**src/rtl/serial_rx_pkg.sv**
```systemverilog
package serial_rx_pkg;
  localparam int DATA_MAX = 9;
  localparam int DATA_MIN = 5;

  typedef enum logic [2:0] {
    RX_HUNT   = 3'd0,
    RX_START  = 3'd1,
    RX_DATA   = 3'd2,
    RX_PARITY = 3'd3,
    RX_STOP   = 3'd4
  } rx_state_t;
endpackage

```
**src/rtl/rx_line_filter.sv**
```systemverilog
module rx_line_filter #(
  parameter int SYNC_STAGES = 2
) (
  input  logic clk,
  input  logic rst_n,
  input  logic tick_en,
  input  logic rx_line,
  output logic line_s,
  output logic vote
);
  logic [SYNC_STAGES-1:0] sync_q;
  logic [1:0]             win_q;
  logic [1:0]             win_d;

  generate
    for (genvar i = 0; i < SYNC_STAGES; i++) begin : g_sync
      if (i == 0) begin : g_first
        always_ff @(posedge clk or negedge rst_n) begin
          if (!rst_n) sync_q[0] <= 1'b1;
          else        sync_q[0] <= rx_line;
        end
      end else begin : g_next
        always_ff @(posedge clk or negedge rst_n) begin
          if (!rst_n) sync_q[i] <= 1'b1;
          else        sync_q[i] <= sync_q[i-1];
        end
      end
    end
  endgenerate

  assign line_s = sync_q[SYNC_STAGES-1];

  // majority of two stored samples and the current one
  assign vote = (win_q[1] & win_q[0]) | (win_q[1] & line_s) | (win_q[0] & line_s);

  always_comb begin
    win_d = win_q;
    if (tick_en) win_d = {win_q[0], line_s};
  end

  always_ff @(posedge clk or negedge rst_n) begin
    if (!rst_n) win_q <= 2'b11;
    else        win_q <= win_d;
  end
endmodule

```
**src/rtl/rx_frame_fsm.sv**
```systemverilog
module rx_frame_fsm
  import serial_rx_pkg::*;
#(
  parameter int OS_NORMAL = 16,
  parameter int OS_FAST   = 8
) (
  input  logic                clk,
  input  logic                rst_n,
  input  logic                tick_en,
  input  logic                line_s,
  input  logic                vote,
  input  logic [3:0]          cfg_data_bits,
  input  logic                cfg_parity_en,
  input  logic                cfg_parity_odd,
  input  logic                cfg_fast,
  output logic                frame_done,
  output logic [DATA_MAX-1:0] frame_data,
  output logic                frame_perr,
  output logic                frame_ferr
);
  localparam int CNT_W = $clog2(OS_NORMAL);
  localparam logic [CNT_W-1:0] LAST_N = CNT_W'(OS_NORMAL - 1);
  localparam logic [CNT_W-1:0] LAST_F = CNT_W'(OS_FAST - 1);
  localparam logic [CNT_W-1:0] MID_N  = CNT_W'(OS_NORMAL / 2 + 1);
  localparam logic [CNT_W-1:0] MID_F  = CNT_W'(OS_FAST / 2 + 1);

  rx_state_t           state_q, state_d;
  logic [CNT_W-1:0]    cnt_q, cnt_d;
  logic [3:0]          idx_q, idx_d;
  logic [DATA_MAX-1:0] data_q, data_d;
  logic                perr_q, perr_d;
  logic                done_d, ferr_d;

  logic [CNT_W-1:0]    last_c, mid_c;
  logic [3:0]          eff_bits;
  logic                at_mid, at_last, par_exp;

  always_comb begin
    if (cfg_data_bits < 4'(DATA_MIN))      eff_bits = 4'(DATA_MIN);
    else if (cfg_data_bits > 4'(DATA_MAX)) eff_bits = 4'(DATA_MAX);
    else                                   eff_bits = cfg_data_bits;
  end

  assign last_c  = cfg_fast ? LAST_F : LAST_N;
  assign mid_c   = cfg_fast ? MID_F  : MID_N;
  assign at_mid  = (cnt_q == mid_c);
  assign at_last = (cnt_q == last_c);
  assign par_exp = (^data_q) ^ cfg_parity_odd;

  always_comb begin
    state_d = state_q;
    cnt_d   = cnt_q;
    idx_d   = idx_q;
    data_d  = data_q;
    perr_d  = perr_q;
    done_d  = 1'b0;
    ferr_d  = 1'b0;
    if (tick_en) begin
      if (state_q == RX_HUNT) begin
        if (!line_s) begin
          state_d = RX_START;
          cnt_d   = CNT_W'(1);
          idx_d   = 4'd0;
          data_d  = '0;
          perr_d  = 1'b0;
        end
      end else begin
        cnt_d = at_last ? '0 : cnt_q + CNT_W'(1);
        unique case (state_q)
          RX_START: begin
            if (at_mid && vote) state_d = RX_HUNT;
            else if (at_last)   state_d = RX_DATA;
          end
          RX_DATA: begin
            if (at_mid) data_d[idx_q] = vote;
            if (at_last) begin
              if (idx_q == eff_bits - 4'd1) begin
                idx_d   = 4'd0;
                state_d = cfg_parity_en ? RX_PARITY : RX_STOP;
              end else begin
                idx_d = idx_q + 4'd1;
              end
            end
          end
          RX_PARITY: begin
            if (at_mid)  perr_d  = (vote != par_exp);
            if (at_last) state_d = RX_STOP;
          end
          RX_STOP: begin
            if (at_mid) begin
              done_d  = 1'b1;
              ferr_d  = ~vote;
              state_d = RX_HUNT;
            end
          end
          default: state_d = RX_HUNT;
        endcase
      end
    end
  end

  always_ff @(posedge clk or negedge rst_n) begin
    if (!rst_n) begin
      state_q <= RX_HUNT;
      cnt_q   <= '0;
      idx_q   <= '0;
      data_q  <= '0;
      perr_q  <= 1'b0;
    end else begin
      state_q <= state_d;
      cnt_q   <= cnt_d;
      idx_q   <= idx_d;
      data_q  <= data_d;
      perr_q  <= perr_d;
    end
  end

  assign frame_done = done_d;
  assign frame_data = data_q;
  assign frame_perr = perr_q;
  assign frame_ferr = ferr_d;
endmodule

```
**src/rtl/rx_hold_reg.sv**
```systemverilog
module rx_hold_reg
  import serial_rx_pkg::*;
(
  input  logic                clk,
  input  logic                rst_n,
  input  logic                frame_done,
  input  logic [DATA_MAX-1:0] frame_data,
  input  logic                frame_perr,
  input  logic                frame_ferr,
  input  logic                cfg_multidrop,
  input  logic                rd_strobe,
  output logic                accept,
  output logic [DATA_MAX-1:0] rd_data,
  output logic                rx_ready,
  output logic                err_frame,
  output logic                err_parity,
  output logic                err_overrun
);
  logic [DATA_MAX-1:0] data_q, data_d;
  logic                rdy_q, rdy_d, fe_q, fe_d, pe_q, pe_d, ov_q, ov_d;

  assign accept = frame_done & (~cfg_multidrop | frame_data[DATA_MAX-1]);

  always_comb begin
    data_d = data_q;
    rdy_d  = rdy_q;
    fe_d   = fe_q;
    pe_d   = pe_q;
    ov_d   = ov_q;
    if (accept) begin
      if (rdy_q && !rd_strobe) begin
        ov_d = 1'b1;
      end else begin
        data_d = frame_data;
        fe_d   = frame_ferr;
        pe_d   = frame_perr;
        rdy_d  = 1'b1;
        ov_d   = 1'b0;
      end
    end else if (rd_strobe) begin
      rdy_d = 1'b0;
      ov_d  = 1'b0;
    end
  end

  always_ff @(posedge clk or negedge rst_n) begin
    if (!rst_n) begin
      data_q <= '0;
      rdy_q  <= 1'b0;
      fe_q   <= 1'b0;
      pe_q   <= 1'b0;
      ov_q   <= 1'b0;
    end else begin
      data_q <= data_d;
      rdy_q  <= rdy_d;
      fe_q   <= fe_d;
      pe_q   <= pe_d;
      ov_q   <= ov_d;
    end
  end

  assign rd_data     = data_q;
  assign rx_ready    = rdy_q;
  assign err_frame   = fe_q;
  assign err_parity  = pe_q;
  assign err_overrun = ov_q;
endmodule

```
**src/rtl/serial_rx_core.sv**
```systemverilog
module serial_rx_core
  import serial_rx_pkg::*;
#(
  parameter int OS_NORMAL   = 16,
  parameter int OS_FAST     = 8,
  parameter int SYNC_STAGES = 2
) (
  input  logic       clk,
  input  logic       rst_n,
  input  logic       tick_en,
  input  logic       rx_line,
  input  logic [3:0] cfg_data_bits,
  input  logic       cfg_parity_en,
  input  logic       cfg_parity_odd,
  input  logic       cfg_fast,
  input  logic       cfg_multidrop,
  input  logic       rd_strobe,
  output logic [8:0] rd_data,
  output logic       rx_ready,
  output logic       err_frame,
  output logic       err_parity,
  output logic       err_overrun
);
  logic [1:0]          rst_sync_q;
  logic                rst_core_n;
  logic                line_s, vote;
  logic                frame_done, frame_perr, frame_ferr, frame_accept;
  logic [DATA_MAX-1:0] frame_data;

  // asserted at once, released on the clock
  always_ff @(posedge clk or negedge rst_n) begin
    if (!rst_n) rst_sync_q <= 2'b00;
    else        rst_sync_q <= {rst_sync_q[0], 1'b1};
  end
  assign rst_core_n = rst_sync_q[1];

  rx_line_filter #(.SYNC_STAGES(SYNC_STAGES)) u_filter (
    .clk     (clk),
    .rst_n   (rst_core_n),
    .tick_en (tick_en),
    .rx_line (rx_line),
    .line_s  (line_s),
    .vote    (vote)
  );

  rx_frame_fsm #(.OS_NORMAL(OS_NORMAL), .OS_FAST(OS_FAST)) u_fsm (
    .clk            (clk),
    .rst_n          (rst_core_n),
    .tick_en        (tick_en),
    .line_s         (line_s),
    .vote           (vote),
    .cfg_data_bits  (cfg_data_bits),
    .cfg_parity_en  (cfg_parity_en),
    .cfg_parity_odd (cfg_parity_odd),
    .cfg_fast       (cfg_fast),
    .frame_done     (frame_done),
    .frame_data     (frame_data),
    .frame_perr     (frame_perr),
    .frame_ferr     (frame_ferr)
  );

  rx_hold_reg u_hold (
    .clk           (clk),
    .rst_n         (rst_core_n),
    .frame_done    (frame_done),
    .frame_data    (frame_data),
    .frame_perr    (frame_perr),
    .frame_ferr    (frame_ferr),
    .cfg_multidrop (cfg_multidrop),
    .rd_strobe     (rd_strobe),
    .accept        (frame_accept),
    .rd_data       (rd_data),
    .rx_ready      (rx_ready),
    .err_frame     (err_frame),
    .err_parity    (err_parity),
    .err_overrun   (err_overrun)
  );
endmodule

```
**config.mk**
```make
export PLATFORM = sky130hd
export DESIGN_NAME = serial_rx_core
export DESIGN_NICKNAME = d
export VERILOG_FILES = /design/src/rtl/serial_rx_pkg.sv /design/src/rtl/rx_line_filter.sv /design/src/rtl/rx_frame_fsm.sv /design/src/rtl/rx_hold_reg.sv /design/src/rtl/serial_rx_core.sv
export SDC_FILE = /design/constraint.sdc
export NUM_CORES = 1
export LEC_CHECK = 0
export BUFFER_PORTS_ARGS = -buffer_cell sky130_fd_sc_hd__buf_2
export CORE_ASPECT_RATIO = 0.6
export CORE_MARGIN = 5
export CORE_UTILIZATION = 52
export DETAILED_ROUTE_END_ITERATION = 16
export GPL_TIMING_DRIVEN = 0
export PLACE_DENSITY = 0.77
export SLEW_MARGIN = 20
export SYNTH_ARGS = -nofsm -noshare
export SYNTH_HDL_FRONTEND = slang
export SYNTH_HIERARCHICAL = 1
export SYNTH_SLANG_ARGS = --single-unit
```
**constraint.sdc**
```tcl
create_clock -name clk -period 1.1 [get_ports clk]
set_input_delay 0.22 -clock clk [delete_from_list [all_inputs] [get_ports clk]]
set_output_delay 0.22 -clock clk [all_outputs]
set_load 0.05 [all_outputs]
```
After elaboration in Yosys (flattened, before gate mapping)

Cells that the tools add are included.

Output and inout port bits: 13
Bits of input ports: 13
Flip-flop bits (word level): 40
Word-level logic and storage cells: 111

Bitwise logic cells: 11
Order comparisons: 4
Mux-type cells: 46
Equality and inequality tests: 15
$add $sub $neg: 3
Reduce and logical (&&, ||, !) cells: 18

Operator list:

| cell                                                                                 | number |
|---|---|
| 4-bit 2-to-1 mux                                                                     | 12 |
| 9-bit 2-to-1 mux                                                                     | 4 |
| 3-bit 2-to-1 mux                                                                     | 9 |
| 1-bit 2-to-1 mux                                                                     | 18 |
| 4-bit equality test                                                                  | 3 |
| 3-bit by 1-bit inequality test with 1-bit output (second input constant)             | 4 |
| 3-bit one-hot mux with 4 select lines                                                | 1 |
| 4-bit AND reduction                                                                  | 3 |
| 2-bit nonzero test                                                                   | 5 |
| 9-bit bitwise mux                                                                    | 1 |
| 9-bit parity                                                                         | 1 |
| 4-bit by 1-bit adder with 4-bit output (second input constant)                       | 2 |
| 7-bit AND reduction                                                                  | 1 |
| 3-bit by 2-bit equality test with 1-bit output (second input constant)               | 2 |
| 2-bit AND reduction                                                                  | 3 |
| 4-bit by 5-bit less-than comparator with 1-bit output (second input constant)        | 1 |
| 1-bit AND                                                                            | 4 |
| 1-bit demux with 4-bit select                                                        | 1 |
| 4-bit by 1-bit greater-or-equal comparator with 1-bit output (second input constant) | 1 |
| 4-bit greater-than comparator (second input constant)                                | 1 |
| 4-bit by 3-bit less-than comparator with 1-bit output (second input constant)        | 1 |
| 2-bit inequality test (second input constant)                                        | 2 |
| 4-bit by 1-bit inequality test with 1-bit output (second input constant)             | 1 |
| 4-bit by 1-bit subtractor with 4-bit output (second input constant)                  | 1 |
| other kinds (9)                                                                      | 15 |

Longest topological paths before layout

Gate-level depths: netlist of run 1.

Depth in word-level cells: 9
Depth in mapped cells: 9
Depth with buffers taken out: 8

Hierarchy

The synthesis of run 1 kept the hierarchy.

By module, submodules not included:

| module         | area each (um^2) | cells an instance | instances | sequential area each (um^2) |
|---|---|---|---|---|
| rx_frame_fsm   | 1473.9           | 164               | 1         | 525.5 |
| rx_hold_reg    | 559.3            | 33                | 1         | 325.3 |
| rx_line_filter | 138.9            | 7                 | 1         | 105.1 |
| serial_rx_core | 53.8             | 3                 | 1         | 50.0 |

Least setup slack after synthesis of run 1

OpenSTA, ideal clock, no wires.

Kind: input port to flip-flop
Start point: input cfg_data_bits[1]
End point: register u_fsm.state_q[1]
Buffers on the path: 0
Data required time: 974 ps
Data arrival time: 2120 ps
Stages: 8
Slack: -1147 ps
Cells stage by stage: or3b_1 > a21oi_1 > ha_1 > xor2_1 > o21ai_0 > nor4b_4 > nand2_1 > a311o_1

Cells in the longest elaborated chain, start to end: 7
Elaborated cells on any way between the ends: 8
Classes of those cells: add/sub (1); order compare (2); eq/ne (2); mux (2); reduce/logical (1)

RTL lines:

| what                                                                | line                 | RTL |
|---|---|---|
| start: declaration                                                  | serial_rx_core.sv:12 | `input logic [3:0] cfg_data_bits,` |
| 4-bit greater-than comparator                                       | rx_frame_fsm.sv:40   | `else if (cfg_data_bits > 4'(DATA_MAX)) eff_bits = 4'(DATA_MAX);` |
| 4-bit 2-to-1 mux                                                    | rx_frame_fsm.sv:40   |  |
| 4-bit 2-to-1 mux *                                                  | rx_frame_fsm.sv:39   | `if (cfg_data_bits < 4'(DATA_MIN)) eff_bits = 4'(DATA_MIN);` |
| 4-bit by 1-bit subtractor with 4-bit output *                       | rx_frame_fsm.sv:77   | `if (idx_q == eff_bits - 4'd1) begin` |
| 4-bit equality test *                                               | rx_frame_fsm.sv:77   |  |
| 3-bit by 1-bit inequality test with 1-bit output (no source line) * | n/a                  |  |
| 7-bit AND reduction (no source line) *                              | n/a                  |  |
| end signal: assignment                                              | rx_frame_fsm.sv:110  | `state_q <= state_d;` |
| end: declaration                                                    | rx_frame_fsm.sv:27   | `rx_state_t state_q, state_d;` |

Mark *: on every way between the ends. The rest lies on a longest branch, timed or not.
A chain may end at the register's enable or synchronous reset.

Worst setup path in the final report of run 1

Start point: register u_fsm.cnt_q[0]
End point: register u_fsm.state_q[1]

Cells in the longest elaborated chain, start to end: 5
Elaborated cells on any way between the ends: 11
Classes of those cells: eq/ne (6); mux (3); reduce/logical (2)

RTL lines:

| what                                  | line                | RTL |
|---|---|---|
| start: declaration                    | rx_frame_fsm.sv:28  | `logic [CNT_W-1:0] cnt_q, cnt_d;` |
| start signal: assignment              | rx_frame_fsm.sv:111 | `cnt_q <= cnt_d;` |
| 4-bit equality test                   | rx_frame_fsm.sv:46  | `assign at_mid = (cnt_q == mid_c);` |
| 1-bit logical AND                     | rx_frame_fsm.sv:71  | `if (at_mid && vote) state_d = RX_HUNT;` |
| 3-bit 2-to-1 mux                      | rx_frame_fsm.sv:71  |  |
| 3-bit one-hot mux with 4 select lines | rx_frame_fsm.sv:69  | `unique case (state_q)` |
| 3-bit 2-to-1 mux                      | rx_frame_fsm.sv:59  | `if (state_q == RX_HUNT) begin` |

Parallel ways exist; a longest one is shown, timed or not.

==> results of run 1 <==
[power by group through the flow]
stage / combinational, mW / sequential (mW) / clock (mW)
after floorplan: 1.99 / 2.14 / 0
after global placement: 2.40 / 2.22 / 0
after detailed placement: 2.44 / 2.23 / 0
after CTS: 2.93 / 2.28 / 1.08
after global routing: 3.52 / 2.41 / 1.19
final: 3.28 / 2.35 / 1.09
[sequential cells by signal (all words and copies together) (netlist names)]
signal              cells
u_filter/sync_q         1
u_hold/err_parity       1
u_hold/err_overrun      1
u_hold/err_frame        1
u_fsm/cnt_q             4
u_hold/rd_data          9
u_hold/rx_ready         1
u_fsm/frame_perr        1
u_fsm/idx_q             4
rst_sync_q              2
u_fsm/frame_data        9
u_filter/line_s         1
u_filter/win_q          2
u_fsm/state_q           3
[area by class of cell]
type	instances	share of cell area, %
well taps	60	2.33
inverters	13	1.63
clock buffers	6	2.57
flip-flops and latches	40	31.5
repair buffers	60	16.6
clock inverters	2	0.466
plain buffers	4	0.816
multi-input cells	148	44.0
[cell usage in the layout, fill, tap and decap left out, types with 3 or more instances in the layout]
| cell | n |
|---|---|
| a21oi_1 | 11 |
| a22o_1 | 4 |
| a31oi_1 | 3 |
| buf_2 | 9 |
| buf_4 | 27 |
| buf_6 | 20 |
| clkbuf_1 | 3 |
| clkbuf_8 | 6 |
| clkinvlp_4 | 3 |
| dfrtp_1 | 31 |
| dfrtp_2 | 4 |
| dfstp_2 | 4 |
| ha_1 | 5 |
| inv_1 | 11 |
| mux2_4 | 11 |
| nand2_1 | 8 |
| nand2_2 | 4 |
| nor2_1 | 7 |
| nor3_1 | 4 |
| o21ai_0 | 5 |
| o21ai_2 | 8 |
| o22ai_1 | 3 |
| o31ai_1 | 4 |
| o41ai_2 | 3 |
| xnor2_1 | 8 |
[metal layers]
metal | wire length [um] | global-route usage (%) | share of wire (%) | up-vias
met2 | 2960 | 34.9 | 48 | 88
met1 | 2620 | 29.6 | 43 | 948
met4 | 71 | 6.79 | 1.2 | 0
met5 | 0 | 0 | 0 | -
li1 | - | - | - | 886
met3 | 489 | 6.32 | 8.0 | 8
[repair_timing]
action | CTS | global route
hold endpoints to repair | 2 | 1
hold buffers | 1 | 1
cloned | 2 | 0
pin swaps | 21 | 14
setup endpoints to repair | 47 | 50
setup buffers | 18 | 14
resized for setup | 63 | 17
[metrics by stage]
stage / total power [mW] / hold WS, ns / TNS [ns]
floorplan: 4.13 / -0.0756 / -21.41
global placement: 4.62 / 0.00653 / -27.39
detailed placement: 4.68 / 0.00788 / -28.33
CTS: 6.29 / 0.00479 / -23.69
global route: 7.12 / 0.193 / -26.69
finish: 6.72 / 0.197 / -24.40
[worst paths after layout]
| kind | endpoint | slack [ns] | depth (start not counted) |
|---|---|---|---|
| worst max-delay path | u_fsm/state_q[1] | -0.92 | 6 |
| worst min-delay path | u_filter/win_q[0] | 0.20 | 2 |
| worst max register to register | u_fsm/state_q[1] | -0.92 | 6 |
| worst min register to register | u_hold/rd_data[4] | 0.30 | 0 |
| max in group asynchronous | u_fsm/state_q[2] | 0.44 | 0 |
| min in group asynchronous | rst_sync_q[1] | 0.25 | 2 |
==> qor.txt, run 1 <==
Core Footprint: 4120 sq um
Vias in the first global route: 1850
Starting Density: 53.9%
# fillers: 236
Post-Syn Area: 2220 sq um
CTS tree: yes
Worst Path Required: 1.29 ns
Net count after synthesis: 226
Vias after detailed routing: 1930
Final WL: 6150 um
Clock group share of total power: 16.2%
Endpoint class of the critical path: flop
HP Class: input port to flop
Worst Skew: 0.00477 ns
Global-route wire length before repair: 9380 um
Die Y: 60.6 um
Worst EP arrival: 2.21 ns
Total CTS buffers: 5
Detail Placement HPWL: 3390 um
Violated checks: setup timing
Sequence of cells on the critical path: ha_4 -> and4bb_2 -> o21ai_0 -> o22ai_1 -> nor4b_2 -> a311o_1
Drt pass-1 iters: 4
Clock tree buffer depth: 2
Net Switching: 2.87 mW
CP Max Fanout: 3
Cells after DPL: 291
Worst-path clk slew: 0.08 ns
Seq pwr share: 35.0%
Synth Warn #: 6
Fmax: 496 MHz
Family with the most delay on the worst path: compound AO/OA/AOI/OAI gates
Min Tclk post-route: 2.02 ns
Slew Limit Fails: 0
Post-synthesis area per instance: 10.8 sq um
Comb power frac: 48.8%
Finished Layout Cells: 333
Final antenna-violating net count: 0
Multi-input logic area: 1420 sq um
Clk_lat worst skew: 0.31 ns
Post-route DRC: 0
Setup ws final: -0.916 ns
WP buf/inv: 0
Largest net degree at the start of global routing: 39
VDD IR max: 1640 uV
First-iteration detailed-routing DRC count: 130
Die area: 5720 sq um
Grt ovf: 0
Final setup vio count: 38
Vias per cell: 5.80
Slowest-stage cell, CP: dfrtp_1
Clock sink total: 40
Routed len/inst: 18.5 um
Dpl cell area: 2510 sq um
Cell Pwr Density: 2090 nW/um^2
Worst setup SP type: flop
Max incr delay on CP: 0.41 ns
IO Pins: 26
Number of port buffers: 25
Initial antenna violation count: 0
Fin util: 78.1%
Outcome: finished with violations
Worst Max-Slew Pin Slew: 0.588 ns
Diode count: 0
Crit Path Class: flop to flop
Slew Limit Headroom: 60.8%
Pint: 3.84 mW
GPL Wtd Cong: 0.887
P&R area growth vs syn: 44.9%
Max Cap Viol: 0
Die Wd: 94.4 um
Post-synthesis cell count: 206
H-tree depth: 2
Worst Setup SP: u_fsm/cnt_q[0]
All-Layer GR Usage: 21.9%
Final Hold Vio Count: 0
Pre-CTS setup slack: -1.27 ns
Share of cells above drive strength 1: 50.5%
LEAKAGE: 1.45 nW
Sequential cell area: 1010 sq um
Min-delay src: tick_en
R2R Path Start: u_fsm/cnt_q[0]
Final nets: 292
Unrepaired setup endpoints after global routing: true
Row cnt: 18
Final non-filler cell area: 3220 sq um
Switch share: 42.8%
Final Cycle Share: 183%
CTS Root Cell: clkbuf_8
Power figures use the tool's default switching activity.
==> inputs of run 2 (changes only) <==
Settings changed: CTS_BUF_LIST from default to sky130_fd_sc_hd__clkbuf_16, SLEW_MARGIN 20 to default.
==> qor.txt, run 2 (synthesis gave the netlist of run 1 again) <==
Outcome: finished with violations
Violated checks: setup timing
Vias after detailed routing: 1903 (-1.4%)
Number of port buffers: 25 (unchanged)
All-Layer GR Usage: 21.1% (-0.86 points)
Final WL: 6280 um (+2.1%)
Worst Path Required: 1.27 ns (-0.02 ns)
Net Switching: 3.06 mW (+6.4%)
Slew Limit Fails: 0 (unchanged)
Final non-filler cell area: 3280 sq um (+1.9%)
Starting Density: 53.9% (unchanged)
CTS Root Cell: clkbuf_16
R2R Path Start: u_fsm/state_q[0]
Final setup vio count: 34 (-11%)
Setup TNS: -25.68 ns (-1.29 ns)
Final Cycle Share: 194% (+10 points)
Hold_ws: 0.0272 ns (-0.169 ns)
HP Class: input port to flop
Detail Placement HPWL: 3390 um (unchanged)
Share of cells above drive strength 1: 50.4% (-0.17 points)
Initial antenna violation count: 0 (unchanged)
Max incr delay on CP: 0.49 ns (+0.08 ns)
Global-route wire length before repair: 9050 um (-3.6%)
Fin util: 79.6% (+1.5 points)
Row cnt: 18 (unchanged)
Max Cap Viol: 0 (unchanged)
CP Max Fanout: 9 (+6)
Unrepaired setup endpoints after global routing: true
Worst-path clk slew: 0.06 ns (-0.02 ns)
Vias per cell: 5.84 (+0.72%)
Crit Path Class: flop to flop
Clock group share of total power: 19.6% (+3.4 points)
CTS tree: yes
Comb power frac: 48.4% (-0.4 points)
Switch share: 41.6% (-1.2 points)
Dpl cell area: 2510 sq um (unchanged)
Worst setup SP type: flop
Hold EP: u_filter/sync_q[0]
Worst Max-Slew Pin Slew: 0.650 ns (+0.0617 ns)
Hold depth: 1 (-1)
Worst reg2reg endpoint: u_fsm/state_q[1]
Cells after DPL: 291 (unchanged)
Vias in the first global route: 1814 (-1.9%)
Routed len/inst: 19.2 um (+4.3%)
Total CTS buffers: 5 (unchanged)
First-iteration detailed-routing DRC count: 156 (+20%)
Die Wd: 94.4 um (unchanged)
Die area: 5720 sq um (unchanged)
Grt ovf: 0 (unchanged)
# fillers: 248 (+5.1%)
GPL Wtd Cong: 0.887 (unchanged)
Pint: 4.30 mW (+12%)
Slew Limit Headroom: 56.4% (-4.4 points)
Diode count: 0 (unchanged)
Final nets: 285 (-2.4%)
Clock tree buffer depth: 2 (unchanged)
Largest net degree at the start of global routing: 39 (unchanged)
VDD IR max: 1640 uV (+0.23%)
Commonest non-fill, non-tap cell in the layout: dfrtp_1
Endpoint class of the critical path: flop
Slowest-stage cell, CP: dfrtp_2
Most frequent cells in the layout: dfrtp_1, buf_6, buf_4
Finished Layout Cells: 326 (-2.1%)
Worst EP arrival: 2.30 ns (+0.09 ns)
Worst Skew: 0.00547 ns (+0.000699 ns)
Final antenna-violating net count: 0 (unchanged)
Fmax: 469 MHz (-5.4%)
Drt pass-1 iters: 4 (unchanged)
Min Tclk post-route: 2.13 ns (+0.115 ns)
LEAKAGE: 1.45 nW (+0.54%)
Cell Pwr Density: 2240 nW/um^2 (+7.4%)
Sequence of cells on the critical path: or3b_4 -> nor3_1 -> o22ai_1 -> nor4b_2 -> a311o_1
Post-route DRC: 0 (unchanged)
H-tree depth: 2 (unchanged)
IO Pins: 26 (unchanged)
Clock sink total: 40 (unchanged)
Reg2Reg Setup Slack: -1.03 ns (-0.11 ns)
Core Footprint: 4120 sq um (unchanged)
R2R depth: 5 (-1)
Die Y: 60.6 um (unchanged)
P&R area growth vs syn: 47.7%
Seq pwr share: 32.0% (-3.0 points)
Setup ws final: -1.03 ns (-0.115 ns)
Clk_lat worst skew: 0.29 ns (-0.02 ns)
Final Hold Vio Count: 0 (unchanged)
Min-delay src: rx_line
==> run 2: cell count changes in the layout (fill, tap and decap cells not counted), moves of 2 or more <==
cell / previous run / this run
nand2_2: 4 / 2
clkbuf_8: 6 / 0
nand2_4: 1 / 3
buf_6: 20 / 23
buf_4: 27 / 17
clkbuf_16: 0 / 6
==> run 2: final cells by class <==
| class | count | area, sq um | area share (%) |
|---|---|---|---|
| Buffer | 4 | 26.3 | 0.801 |
| Clock buffer | 5 | 125 | 3.81 |
| Clock inverter | 3 | 18.8 | 0.572 |
| Inverter | 13 | 52.6 | 1.60 |
| Multi-Input combinational cell | 148 | 1470 | 44.9 |
| Sequential cell | 40 | 1010 | 30.9 |
| Tap cell | 60 | 75.1 | 2.29 |
| Timing Repair Buffer | 53 | 497 | 15.1 |
==> run 2: worst max-delay path by stage <==
stage	startpoint	to	slack [ns]
after global routing	u_fsm/state_q[0]	u_fsm/state_q[1]	-1.09
after global placement	cfg_data_bits[1]	u_fsm/idx_q[3]	-1.22
after floorplan	cfg_data_bits[1]	u_fsm/state_q[1]	-0.96
final	u_fsm/state_q[0]	u_fsm/state_q[1]	-1.03
after detailed placement	cfg_data_bits[1]	u_fsm/state_q[1]	-1.27
after CTS	u_fsm/cnt_q[1]	u_hold/rd_data[3]	-0.87
==> run 2: what timing repair did <==
action / CTS / global route
gates cloned: 2 / 0
endpoints found under the hold margin: 2 / 0
pin swaps: 18 / 16
setup buffers: 14 / 12
endpoints found under the setup margin: 47 / 70
hold buffers: 1 / 0
resized for setup: 47 / 48
==> run 2: worst max-delay path: cells and delay by family, from the launching register on <==
family | cells | cell delay, ns
AOI/OAI and AO/OA | 2 | 0.53
and+or+nand+nor | 3 | 0.98
DFF | 1 | 0.49
==> run 2: per-layer routing <==
| metal | wire length [um] | vias up | global-route usage [%] | part of all wire [%] |
|---|---|---|---|---|
| li1 | - | 879 | - | - |
| met1 | 2830 | 942 | 30.3 | 45 |
| met2 | 2940 | 70 | 31.5 | 47 |
| met3 | 415 | 12 | 5.70 | 6.6 |
| met4 | 93 | 0 | 6.38 | 1.5 |
| met5 | 0 | - | 0 | 0 |
==> run 2: metrics by stage <==
step	worst slack [ns]	power [mW]
after global placement	-1.22	4.62
after CTS	-0.867	6.60
after global routing	-1.09	7.71
after floorplan	-0.964	4.13
final	-1.03	7.35
after detailed placement	-1.27	4.68
==> run 2: power by group through the flow <==
stage	clock network (mW)	registers (mW)	logic [mW]
after floorplan	0	2.14	1.99
after global placement	0	2.22	2.40
after detailed placement	0	2.23	2.44
after CTS	1.45	2.28	2.87
after global routing	1.53	2.41	3.78
final	1.44	2.35	3.56
==> inputs of run 3 (changes only) <==
Settings changed: CORE_MARGIN 5 to default.
==> qor.txt, run 3 (synthesis gave the netlist of run 1 again) <==
Final Cycle Share: 180% (-14 points)
Final setup vio count: 34 (unchanged)
GPL Wtd Cong: 0.828 (-6.6%)
P&R area growth vs syn: 46.5%
Comb power frac: 46.3% (-2.1 points)
Post-route DRC: 0 (unchanged)
Worst Max-Slew Pin Slew: 0.621 ns (-0.0290 ns)
Final antenna-violating net count: 0 (unchanged)
Vias in the first global route: 1849 (+1.9%)
Pint: 4.86 mW (+13%)
All-Layer GR Usage: 26.8% (+5.8 points)
Diode count: 0 (unchanged)
Worst Path Required: 1.26 ns (about the same)
Die area: 4550 sq um (-21%)
Family with the most delay on the worst path: simple AND/OR/NAND/NOR gates
Vias per cell: 6.04 (+3.5%)
Number of port buffers: 25 (unchanged)
Final nets: 288 (+1.1%)
Setup ws final: -0.880 ns (+0.151 ns)
LEAKAGE: 1.48 nW (+1.6%)
HP Class: input port to flop
Row cnt: 17 (-1)
Slowest-stage cell, CP: or3b_4
Global-route wire length before repair: 8990 um (-0.61%)
Endpoint class of the critical path: flop
Clk_lat worst skew: 0.29 ns (about the same)
VDD IR max: 1900 uV (+16%)
Grt ovf: 0 (unchanged)
CP Max Fanout: 4 (-5)
Fmax: 505 MHz (+7.6%)
CTS tree: yes
Clock tree buffer depth: 2 (unchanged)
CTS Root Cell: clkbuf_16
IO Pins: 26 (unchanged)
Violated checks: setup timing
Die Y: 52.6 um (-13%)
Net Switching: 2.95 mW (-3.6%)
Die Wd: 86.4 um (-8.5%)
Slew Limit Headroom: 58.6% (+2.2 points)
Final Hold Vio Count: 0 (unchanged)
Min Tclk post-route: 1.98 ns (-0.151 ns)
Total CTS buffers: 5 (unchanged)
# fillers: 177 (-29%)
Detail Placement HPWL: 3310 um (-2.3%)
Routed len/inst: 19.1 um (-0.72%)
Worst-path clk slew: 0.05 ns (about the same)
Share of cells above drive strength 1: 49.8% (-0.56 points)
H-tree depth: 2 (unchanged)
Cell Pwr Density: 2400 nW/um^2 (+7.1%)
Worst setup SP type: input port
Clock group share of total power: 23.9% (+4.3 points)
Worst Skew: 0.00940 ns (+0.00394 ns)
Core Footprint: 3870 sq um (-6.1%)
Drt pass-1 iters: 5 (+1)
Switch share: 37.8% (-3.8 points)
Fin util: 84.1% (+4.4 points)
Largest net degree at the start of global routing: 39 (unchanged)
Clock sink total: 40 (unchanged)
Max incr delay on CP: 0.40 ns (-0.09 ns)
Worst EP arrival: 2.14 ns (-0.16 ns)
Max Cap Viol: 0 (unchanged)
WP buf/inv: 2 (+2)
Final WL: 6230 um (-0.72%)
First-iteration detailed-routing DRC count: 165 (+5.8%)
Unrepaired setup endpoints after global routing: true
Most frequent cells in the layout: dfrtp_1, buf_6, buf_4
Initial antenna violation count: 0 (unchanged)
Slew Limit Fails: 0 (unchanged)
Crit Path Class: input port to flop
Starting Density: 57.4% (+3.5 points)
Sequence of cells on the critical path: buf_8 -> or3b_4 -> a21oi_2 -> ha_1 -> xor2_1 -> o21ai_1 -> nor4b_4 -> buf_4 -> nand2_1 -> a311o_1
Outcome: finished with violations
Vias after detailed routing: 1970 (+3.5%)
Setup TNS: -25.11 ns (+0.577 ns)
Seq pwr share: 29.9% (-2.1 points)
Commonest non-fill, non-tap cell in the layout: dfrtp_1
[run 3: changes by cell type in the layout (fill, tap and decap cells not counted), moves of 2 or more]
cell	change
a31oi_4	-2
o41ai_2	+2
buf_4	+4
o41ai_4	-2
bufinv_16	+2
o21ai_1	+4
clkinvlp_4	-2
o21ai_2	-2
[run 3: area by class of cell]
cell class / count / area (sq um) / area share (%)
plain buffers: 4 / 27.5 / 0.846
clock buffers: 5 / 125 / 3.84
clock inverters: 3 / 63.8 / 1.96
inverters: 13 / 52.6 / 1.61
multi-input cells: 148 / 1390 / 42.6
flip-flops and latches: 40 / 1010 / 31.2
well taps: 57 / 71.3 / 2.19
repair buffers: 56 / 512 / 15.7
[run 3: what timing repair did]
item,CTS,global route
cloned,2,0
pin swaps,18,16
setup buffers,28,8
endpoints found under the setup margin,46,44
hold endpoints to repair,2,0
resized for setup,53,38
hold buffers,1,0
[run 3: power groups by stage]
| stage | sequential (mW) | clock [mW] | combinational [mW] |
|---|---|---|---|
| 6_report | 2.33 | 1.86 | 3.61 |
| 4_1_cts | 2.27 | 1.88 | 3.30 |
| 3_3_place_gp | 2.22 | 0 | 2.40 |
| 3_5_place_dp | 2.24 | 0 | 2.46 |
| 2_1_floorplan | 2.14 | 0 | 1.99 |
| 5_1_grt | 2.36 | 1.95 | 3.83 |
[run 3: through the flow]
stage	cell area (sq um)	worst slack [ns]	hold slack, ns	std cells	power (mW)
after floorplan	2310	-0.964	-0.0756	206	4.13
after global placement	2500	-1.22	0.00649	288	4.62
after detailed placement	2500	-1.24	0.00675	288	4.69
after CTS	3150	-0.854	0.0329	324	7.46
after global routing	3250	-0.969	0.0317	326	8.14
final	3250	-0.880	0.0388	326	7.81
[run 3: final timing paths]
kind,cells after the start,from,slack (ns),endpoint
worst max-delay path,10,cfg_data_bits[2],-0.88,u_fsm/state_q[1]
worst min-delay path,1,rx_line,0.04,u_filter/sync_q[0]
worst max register to register,7,u_fsm/cnt_q[0],-0.88,u_fsm/state_q[1]
worst min register to register,0,rst_sync_q[1],0.30,u_fsm/frame_data[4]
max in group asynchronous,0,rst_sync_q[1],0.43,u_fsm/state_q[2]
min in group asynchronous,2,rst_n,0.25,rst_sync_q[1]
[run 3: metal layers]
layer | wire length (um) | GRT usage [%]
met5 | 0 | 0
met4 | 121 | 9.17
met3 | 432 | 6.93
met2 | 2940 | 43.3
met1 | 2740 | 35.5
[run 3: worst register-to-register path: stages, from the launching register on]
cell     delay (ns)
dfrtp_1        0.41
ha_4           0.18
and4b_2        0.25
buf_4          0.14
nor3_1         0.22
o22ai_1        0.16
nor4b_1        0.18
a311o_1        0.32
